File: config.mk
export PLATFORM = sky130hd
export DESIGN_NAME = pbank_regs
export DESIGN_NICKNAME = d
export VERILOG_FILES = /design/src/rtl/pbank_pkg.sv /design/src/rtl/pbank_decode.sv /design/src/rtl/pbank_mask.sv /design/src/rtl/pbank_status.sv /design/src/rtl/pbank_regs.sv
export SDC_FILE = /design/constraint.sdc
export NUM_CORES = 1
export LEC_CHECK = 0
export BUFFER_PORTS_ARGS = -buffer_cell sky130_fd_sc_hd__buf_2
export CAP_MARGIN = 10
export CORE_ASPECT_RATIO = 1.75
export CORE_MARGIN = 1.5
export CORE_UTILIZATION = 40
export DETAILED_ROUTE_END_ITERATION = 16
export PLACE_DENSITY = 0.79
export SKIP_CTS_REPAIR_TIMING = 1
export SLEW_MARGIN = 10
export SYNTH_ARGS = -nofsm -noshare
export SYNTH_HDL_FRONTEND = slang
export SYNTH_HIERARCHICAL = 1
export SYNTH_SLANG_ARGS = --single-unit
File: constraint.sdc
create_clock -name clk -period 3.1 [get_ports clk]
set_input_delay 0.93 -clock clk [delete_from_list [all_inputs] [get_ports clk]]
set_output_delay 0.93 -clock clk [all_outputs]
set_load 0.005 [all_outputs]
File: src/rtl/pbank_pkg.sv
package pbank_pkg;
   localparam int BUS_W = 32;
   // word indices (byte offset / 4)
   localparam int IDX_CMD  = 0;
   localparam int IDX_MODE = 1;
   localparam int IDX_STAT = 4;
   localparam int IDX_MSET = 5;
   localparam int IDX_MCLR = 6;
   localparam int IDX_MVIEW = 7;

   typedef enum logic [2:0] {
      SEL_NONE,
      SEL_CMD,
      SEL_MODE,
      SEL_STAT,
      SEL_MSET,
      SEL_MCLR,
      SEL_MVIEW
   } reg_sel_e;

   function automatic reg_sel_e word_to_sel(input logic [2:0] low, input logic high_zero);
      reg_sel_e s;
      s = SEL_NONE;
      if (high_zero) begin
         case (int'(low))
            IDX_CMD:   s = SEL_CMD;
            IDX_MODE:  s = SEL_MODE;
            IDX_STAT:  s = SEL_STAT;
            IDX_MSET:  s = SEL_MSET;
            IDX_MCLR:  s = SEL_MCLR;
            IDX_MVIEW: s = SEL_MVIEW;
            default:   s = SEL_NONE;
         endcase
      end
      return s;
   endfunction
endpackage

File: src/rtl/pbank_decode.sv
module pbank_decode
   import pbank_pkg::*;
#(
   parameter int ADDR_W = 8
) (
   input  logic              psel,
   input  logic              penable,
   input  logic              pwrite,
   input  logic [ADDR_W-1:0] paddr,
   output reg_sel_e          sel,
   output logic              wr_en,
   output logic              rd_en
);
   localparam int IDX_W = ADDR_W - 2;

   logic [IDX_W-1:0] widx;
   logic             unused_lsb;

   assign widx       = paddr[ADDR_W-1:2];
   assign unused_lsb = ^paddr[1:0];

   generate
      if (IDX_W > 3) begin : g_wide
         assign sel = word_to_sel(widx[2:0], widx[IDX_W-1:3] == '0);
      end else begin : g_narrow
         assign sel = word_to_sel(widx[2:0], 1'b1);
      end
   endgenerate

   assign wr_en = psel & penable & pwrite;
   assign rd_en = psel & ~pwrite;
endmodule

File: src/rtl/pbank_mask.sv
module pbank_mask #(
   parameter int NSRC = 8
) (
   input  logic            clk,
   input  logic            rst_n,
   input  logic            set_we,
   input  logic            clr_we,
   input  logic [NSRC-1:0] wbits,
   output logic [NSRC-1:0] mask_q
);
   always_ff @(posedge clk or negedge rst_n) begin
      if (!rst_n)
         mask_q <= '0;
      else if (set_we)
         mask_q <= mask_q | wbits;
      else if (clr_we)
         mask_q <= mask_q & ~wbits;
   end
endmodule

File: src/rtl/pbank_status.sv
module pbank_status #(
   parameter int NSRC = 8
) (
   input  logic            clk,
   input  logic            rst_n,
   input  logic [NSRC-1:0] evt_set,
   input  logic [NSRC-1:0] evt_clr,
   output logic [NSRC-1:0] status_q
);
   for (genvar i = 0; i < NSRC; i++) begin : g_bit
      always_ff @(posedge clk or negedge rst_n) begin
         if (!rst_n)
            status_q[i] <= 1'b0;
         else if (evt_set[i])
            status_q[i] <= 1'b1;
         else if (evt_clr[i])
            status_q[i] <= 1'b0;
      end
   end
endmodule

File: src/rtl/pbank_regs.sv
module pbank_regs
   import pbank_pkg::*;
#(
   parameter int ADDR_W  = 8,
   parameter int CMD_W   = 8,
   parameter int MODE_W  = 16,
   parameter int NSRC    = 8,
   parameter bit IRQ_REG = 1'b1
) (
   input  logic              clk,
   input  logic              rst_n,
   input  logic              psel,
   input  logic              penable,
   input  logic              pwrite,
   input  logic [ADDR_W-1:0] paddr,
   input  logic [31:0]       pwdata,
   output logic [31:0]       prdata,
   input  logic [NSRC-1:0]   evt_set,
   input  logic [NSRC-1:0]   evt_clr,
   output logic [CMD_W-1:0]  cmd_pulse,
   output logic [MODE_W-1:0] mode_cfg,
   output logic              irq
);
   generate
      if (ADDR_W < 6 || ADDR_W > 16) begin : g_bad_addr
         $error("pbank_regs: ADDR_W out of range");
      end
      if (CMD_W < 1 || CMD_W > BUS_W) begin : g_bad_cmd
         $error("pbank_regs: CMD_W out of range");
      end
      if (MODE_W < 1 || MODE_W > BUS_W) begin : g_bad_mode
         $error("pbank_regs: MODE_W out of range");
      end
      if (NSRC < 1 || NSRC > BUS_W) begin : g_bad_nsrc
         $error("pbank_regs: NSRC out of range");
      end
   endgenerate

   reg_sel_e         sel;
   logic             wr_en;
   logic             rd_en;
   logic [NSRC-1:0]  mask_q;
   logic [NSRC-1:0]  status_q;
   logic [MODE_W-1:0] mode_q;
   logic [CMD_W-1:0]  cmd_q;
   logic [31:0]      rd_word;
   logic             irq_next;
   logic             unused_wdata;

   assign unused_wdata = ^pwdata;

   pbank_decode #(.ADDR_W(ADDR_W)) i_decode (
      .psel    (psel),
      .penable (penable),
      .pwrite  (pwrite),
      .paddr   (paddr),
      .sel     (sel),
      .wr_en   (wr_en),
      .rd_en   (rd_en)
   );

   pbank_mask #(.NSRC(NSRC)) i_mask (
      .clk    (clk),
      .rst_n  (rst_n),
      .set_we (wr_en && sel == SEL_MSET),
      .clr_we (wr_en && sel == SEL_MCLR),
      .wbits  (pwdata[NSRC-1:0]),
      .mask_q (mask_q)
   );

   pbank_status #(.NSRC(NSRC)) i_status (
      .clk      (clk),
      .rst_n    (rst_n),
      .evt_set  (evt_set),
      .evt_clr  (evt_clr),
      .status_q (status_q)
   );

   always_ff @(posedge clk or negedge rst_n) begin
      if (!rst_n) begin
         mode_q <= '0;
         cmd_q  <= '0;
      end else begin
         if (wr_en && sel == SEL_MODE)
            mode_q <= pwdata[MODE_W-1:0];
         cmd_q <= (wr_en && sel == SEL_CMD) ? pwdata[CMD_W-1:0] : '0;
      end
   end

   always_comb begin
      rd_word = '0;
      case (sel)
         SEL_MODE:  rd_word[MODE_W-1:0] = mode_q;
         SEL_STAT:  rd_word[NSRC-1:0]   = status_q;
         SEL_MVIEW: rd_word[NSRC-1:0]   = mask_q;
         default:   rd_word = '0;
      endcase
   end

   assign prdata    = rd_en ? rd_word : '0;
   assign cmd_pulse = cmd_q;
   assign mode_cfg  = mode_q;
   assign irq_next  = |(status_q & mask_q);

   generate
      if (IRQ_REG) begin : g_irq_ff
         logic irq_q;
         always_ff @(posedge clk or negedge rst_n) begin
            if (!rst_n)
               irq_q <= 1'b0;
            else
               irq_q <= irq_next;
         end
         assign irq = irq_q;
      end else begin : g_irq_comb
         assign irq = irq_next;
      end
   endgenerate
endmodule

Word-level counts from Yosys, hierarchy flattened
Cells that the tools add are included.

Output and inout port bits: 57. Input port bits: 61. Register bits: 41. Logic and storage cells: 71.

Multiplexer cells: 24. Reductions and logical operators: 16. Bitwise operators: 8. Equal/unequal tests: 11.

Operators by type and width (count): $mux W8 (4); $pmux W8 S3 (1); $eq A3 B3 Y1 const B (7); $pmux W3 S6 (1); $reduce_bool A2 Y1 (9); $and A8 B8 Y8 (2); $mux W1 (16); $mux W16 (1); $not A8 Y8 (1); $or A8 B8 Y8 (1); $reduce_or A8 Y1 (1); $eq A3 B1 Y1 const B (2); $eq A3 B2 Y1 const B (2); $logic_not A3 Y1 (2); $logic_and A1 B1 Y1 (4); $and A1 B1 Y1 (3); $mux W3 (1); $not A1 Y1 (1).

Longest topological paths before layout
Word-level depth: 7. Gate-level depth with buffers: 9. Depth with buffers taken out: 7.

Modules after synthesis
Netlist, hierarchy kept.

By module, submodules not included: pbank_regs (area each 1407.6 um^2, cells each 127, times used 1, sequential area each 625.6 um^2); pbank_mask (area each 312.8 um^2, cells each 26, times used 1, sequential area each 200.2 um^2); pbank_status (area each 290.3 um^2, cells each 24, times used 1, sequential area each 200.2 um^2); pbank_decode (area each 73.8 um^2, cells each 11, times used 1, sequential area each 0.0 um^2).

Worst setup path before layout
Ideal clock, no wire load.

Path kind: input port to output port. From: in paddr[6]. To: out prdata[7]. Path buffers: 2. Arrival time: 2.310 ns. Required time: 2.170 ns. Stages on the path: 6. Slack: -0.140 ns. Cells stage by stage: or3_4 > nor3_2 > buf_2 > buf_2 > a211oi_1 > a211oi_1.

Word-level cells in the longest chain between the ends: 5. Elaborated cells between the ends (all ways): 7. Those cells by class: eq/ne (3); mux (3); reduce/logical (1).

RTL lines: start: declaration (line pbank_regs.sv:15) `input logic [ADDR_W-1:0] paddr,`; $logic_not A3 Y1 (*) (line pbank_decode.sv:24) `assign sel = word_to_sel(widx[2:0], widx[IDX_W-1:3] == '0);`; $mux W3 (*) (line pbank_pkg.sv:24) `if (high_zero) begin`; named net sel[0] (line pbank_regs.sv:39) `reg_sel_e sel;`; $eq A3 B3 Y1 or $eq A3 B2 Y1 (tied branches) (line pbank_regs.sv:92) `case (sel)`; $pmux W8 S3 (*) (line pbank_regs.sv:92); $mux W16 (*) (line pbank_regs.sv:100) `assign prdata = rd_en ? rd_word : '0;`; end: declaration (line pbank_regs.sv:17) `output logic [31:0] prdata,`.

Mark *: on every way through the listed nets, which the timed path passes. The rest lies on a longest branch.

Worst setup path after layout
From: in paddr[6]. To: out prdata[6].

Same word-level chain as after synthesis.

==> flow_metrics.tcl <==
set metrics [dict create \
    status "finished with violations" \
    violations "negative setup slack" \
    crit_path_start_kind "input pin" \
    clockBufferDepth 2 \
    synth.distinct_cells 27 \
    start_util 0.419 \
    synth-main-ff-cell "dfrtp_1" \
    hold_viol 0 \
    ys_top_cells_by_count "41 x dfrtp_1, 17 x buf_4, 16 x a211oi_1, 16 x and2_1, 16 x mux2_2" \
    htreeDepth 2 \
    dpl_worst_slack_ns -0.235 \
    syn-instance-count 188 \
    io_buffer_count 83 \
    vdd_ir_drop_max_mv 0.314 \
    fmaxAchievable_mhz 301 \
    arrival_ns 2.39 \
    drv_slew 0 \
    required_ns 2.17 \
    ff2ff_path_depth 2 \
    endpoint_kind "primary output" \
    worstMarginPinSlew_ns 0.922 \
    total_leakage_power_uw 0.00146 \
    max_cap_violations 0 \
    cp_max_fo 12 \
    synth-edff-count 0 \
    drc 0 \
    slew_headroom 0.385 \
    finalCriticalPeriod_ns 3.32 \
    netlist.area_leader.share 0.492 \
    clockRootBuffer "clkbuf_8" \
    numCtsBuffers 5 \
    final_util 0.540 \
    grt-ovfl-total 0 \
    synth-warning-count 6 \
    via_per_inst 4.93 \
    period_share 1.07 \
    ys_seq_elements 41 \
    finalSetupViolCount 16 \
    path_clk_slew_ns 0.08 \
    antenna_found_initial 0 \
    grt_use_total 0.180 \
    grt_max_degree 42 \
    cts_tree "done" \
    grt_pass1_vias 1663 \
    yosysMostFrequentCell "dfrtp_1" \
    crit_type "in -> out" \
    timing.final.ws_setup_ns -0.220 \
    core_area_um2 4980 \
    rsz0062_at_grt "true" \
    gp_congestion 0.738 \
    synth_area_leader_cell "dfrtp_1" \
    die_area_um2 5670 \
    tns_ns -3.13 \
    drt-total-wl_mm 4.87 \
    min_path_type "reg -> reg" \
    die_w_um 57.6 \
    min_path_cells 1 \
    dr.pass1.iters 4 \
    grt_pass1_wl_mm 7.78 \
    vias 1655 \
    power_density_nw_per_um2 430 \
    n_antenna_cell 0 \
    rows 34 \
    async_reset_ff_frac 1.00 \
    multi_input_area_um2 940 \
    syn_area_per_cell_um2 11.1 \
    netlist_area_um2 2080 \
    wl_per_cell_um 14.5 \
    area_growth_pct 28.9 \
    clk_latency_ns 0.29 \
    cts.sinks 41 \
    ant_nets 0 \
    layout-drive-gt1-share 0.461 \
    ys_top_cells_by_area "dfrtp_1 49%, mux2_2 8.6%, buf_4 6.1%" \
    seq_area_um2 1030 \
    fin_nets 343 \
    dp.final_hpwl_mm 3.62 \
    num_io_pins 118 \
    finalClockSkew_ns 0.00986 \
    die_y_um 98.5 \
    seq_area_frac_synth 0.492 \
    drtIter0Drc 29 \
    fillers 468 \
]
[report_power, final]
| part | internal, uW | switching [uW] | total [uW] |
|---|---|---|---|
| registers | 582 | 37.2 | 619 |
| clock network | 176 | 185 | 361 |
| logic | 96.2 | 78.7 | 175 |
| total | 854 | 301 | 1150 |
[layer usage]
layer | up-vias | wire [um] | track usage
met5 | - | 0 | 0
met4 | 0 | 106 | 0.0733
met3 | 9 | 282 | 0.0407
met2 | 67 | 2700 | 0.329
met1 | 779 | 1780 | 0.191
li1 | 800 | - | -
[final timing paths]
check	from	end	slack (ns)
max	paddr[6]	prdata[6]	-0.22
min	mode_cfg[14]$_DFFE_PN0P_	mode_cfg[14]$_DFFE_PN0P_	0.52
max reg2reg	register	irq$_DFF_PN0_	2.25
min reg2reg	mode_cfg[14]$_DFFE_PN0P_	mode_cfg[14]$_DFFE_PN0P_	0.52
max in group asynchronous	rst_n	mode_cfg[8]$_DFFE_PN0P_	1.75
min in group asynchronous	rst_n	i_status/status_q[5]$_DFFE_PN0P_	0.76
[layout make-up]
| class | instances | area share |
|---|---|---|
| inverters | 8 | 0.0112 |
| clock buffers | 6 | 0.0307 |
| repair buffers | 96 | 0.198 |
| multi-input cells | 130 | 0.350 |
| flip-flops and latches | 41 | 0.382 |
| clock inverters | 1 | 0.00279 |
| well taps | 54 | 0.0252 |
[cells in the final DEF, fill, tap and decap left out, drive strengths merged]
master	n
buf	96
dfrtp	41
and2	16
mux2	16
conb	16
a211oi	16
nand2	11
nor2b	10
nand2b	9
a22o	8
inv	8
a21o	8
clkbuf	6
a22oi	4
nor3b	3
nor3	3
nor2	3
nand3	1
nand4	1
clkinvlp	1
or3	1
xnor2	1
a21oi	1
and3	1
o21ai	1
[critical path, cell delays in order]
cell	delay, ns
buf_2	0.09
or3_4	0.42
nor3_4	0.29
buf_6	0.20
a211oi_1	0.06
a211oi_1	0.22
buf_2	0.16
[logic make-up (layout without fill, tap and decap cells)]
logic type / count (synthesis) / after routing / share of synthesized area
AND/OR/NAND/NOR: 59 / 59 / 0.175
flip-flops: 41 / 41 / 0.492
AO/OA/AOI/OAI: 38 / 38 / 0.139
buffers and inverters: 32 / 111 / 0.101
multiplexers: 16 / 16 / 0.0864
other: 1 / 16 / 0.00180
XOR/XNOR: 1 / 1 / 0.00420
[per-stage QoR]
stage / hold slack [ns] / power [uW] / cell area, um2 / cells
after floorplan: 0.473 / 719 / 2160 / 203
after global placement: 0.499 / 794 / 2550 / 327
after detailed placement: 0.508 / 802 / 2550 / 327
after CTS: 0.528 / 1170 / 2640 / 334
after global routing: 0.550 / 1220 / 2690 / 336
final: 0.522 / 1150 / 2690 / 336
No activity file was read; power rests on OpenSTA's default activity.
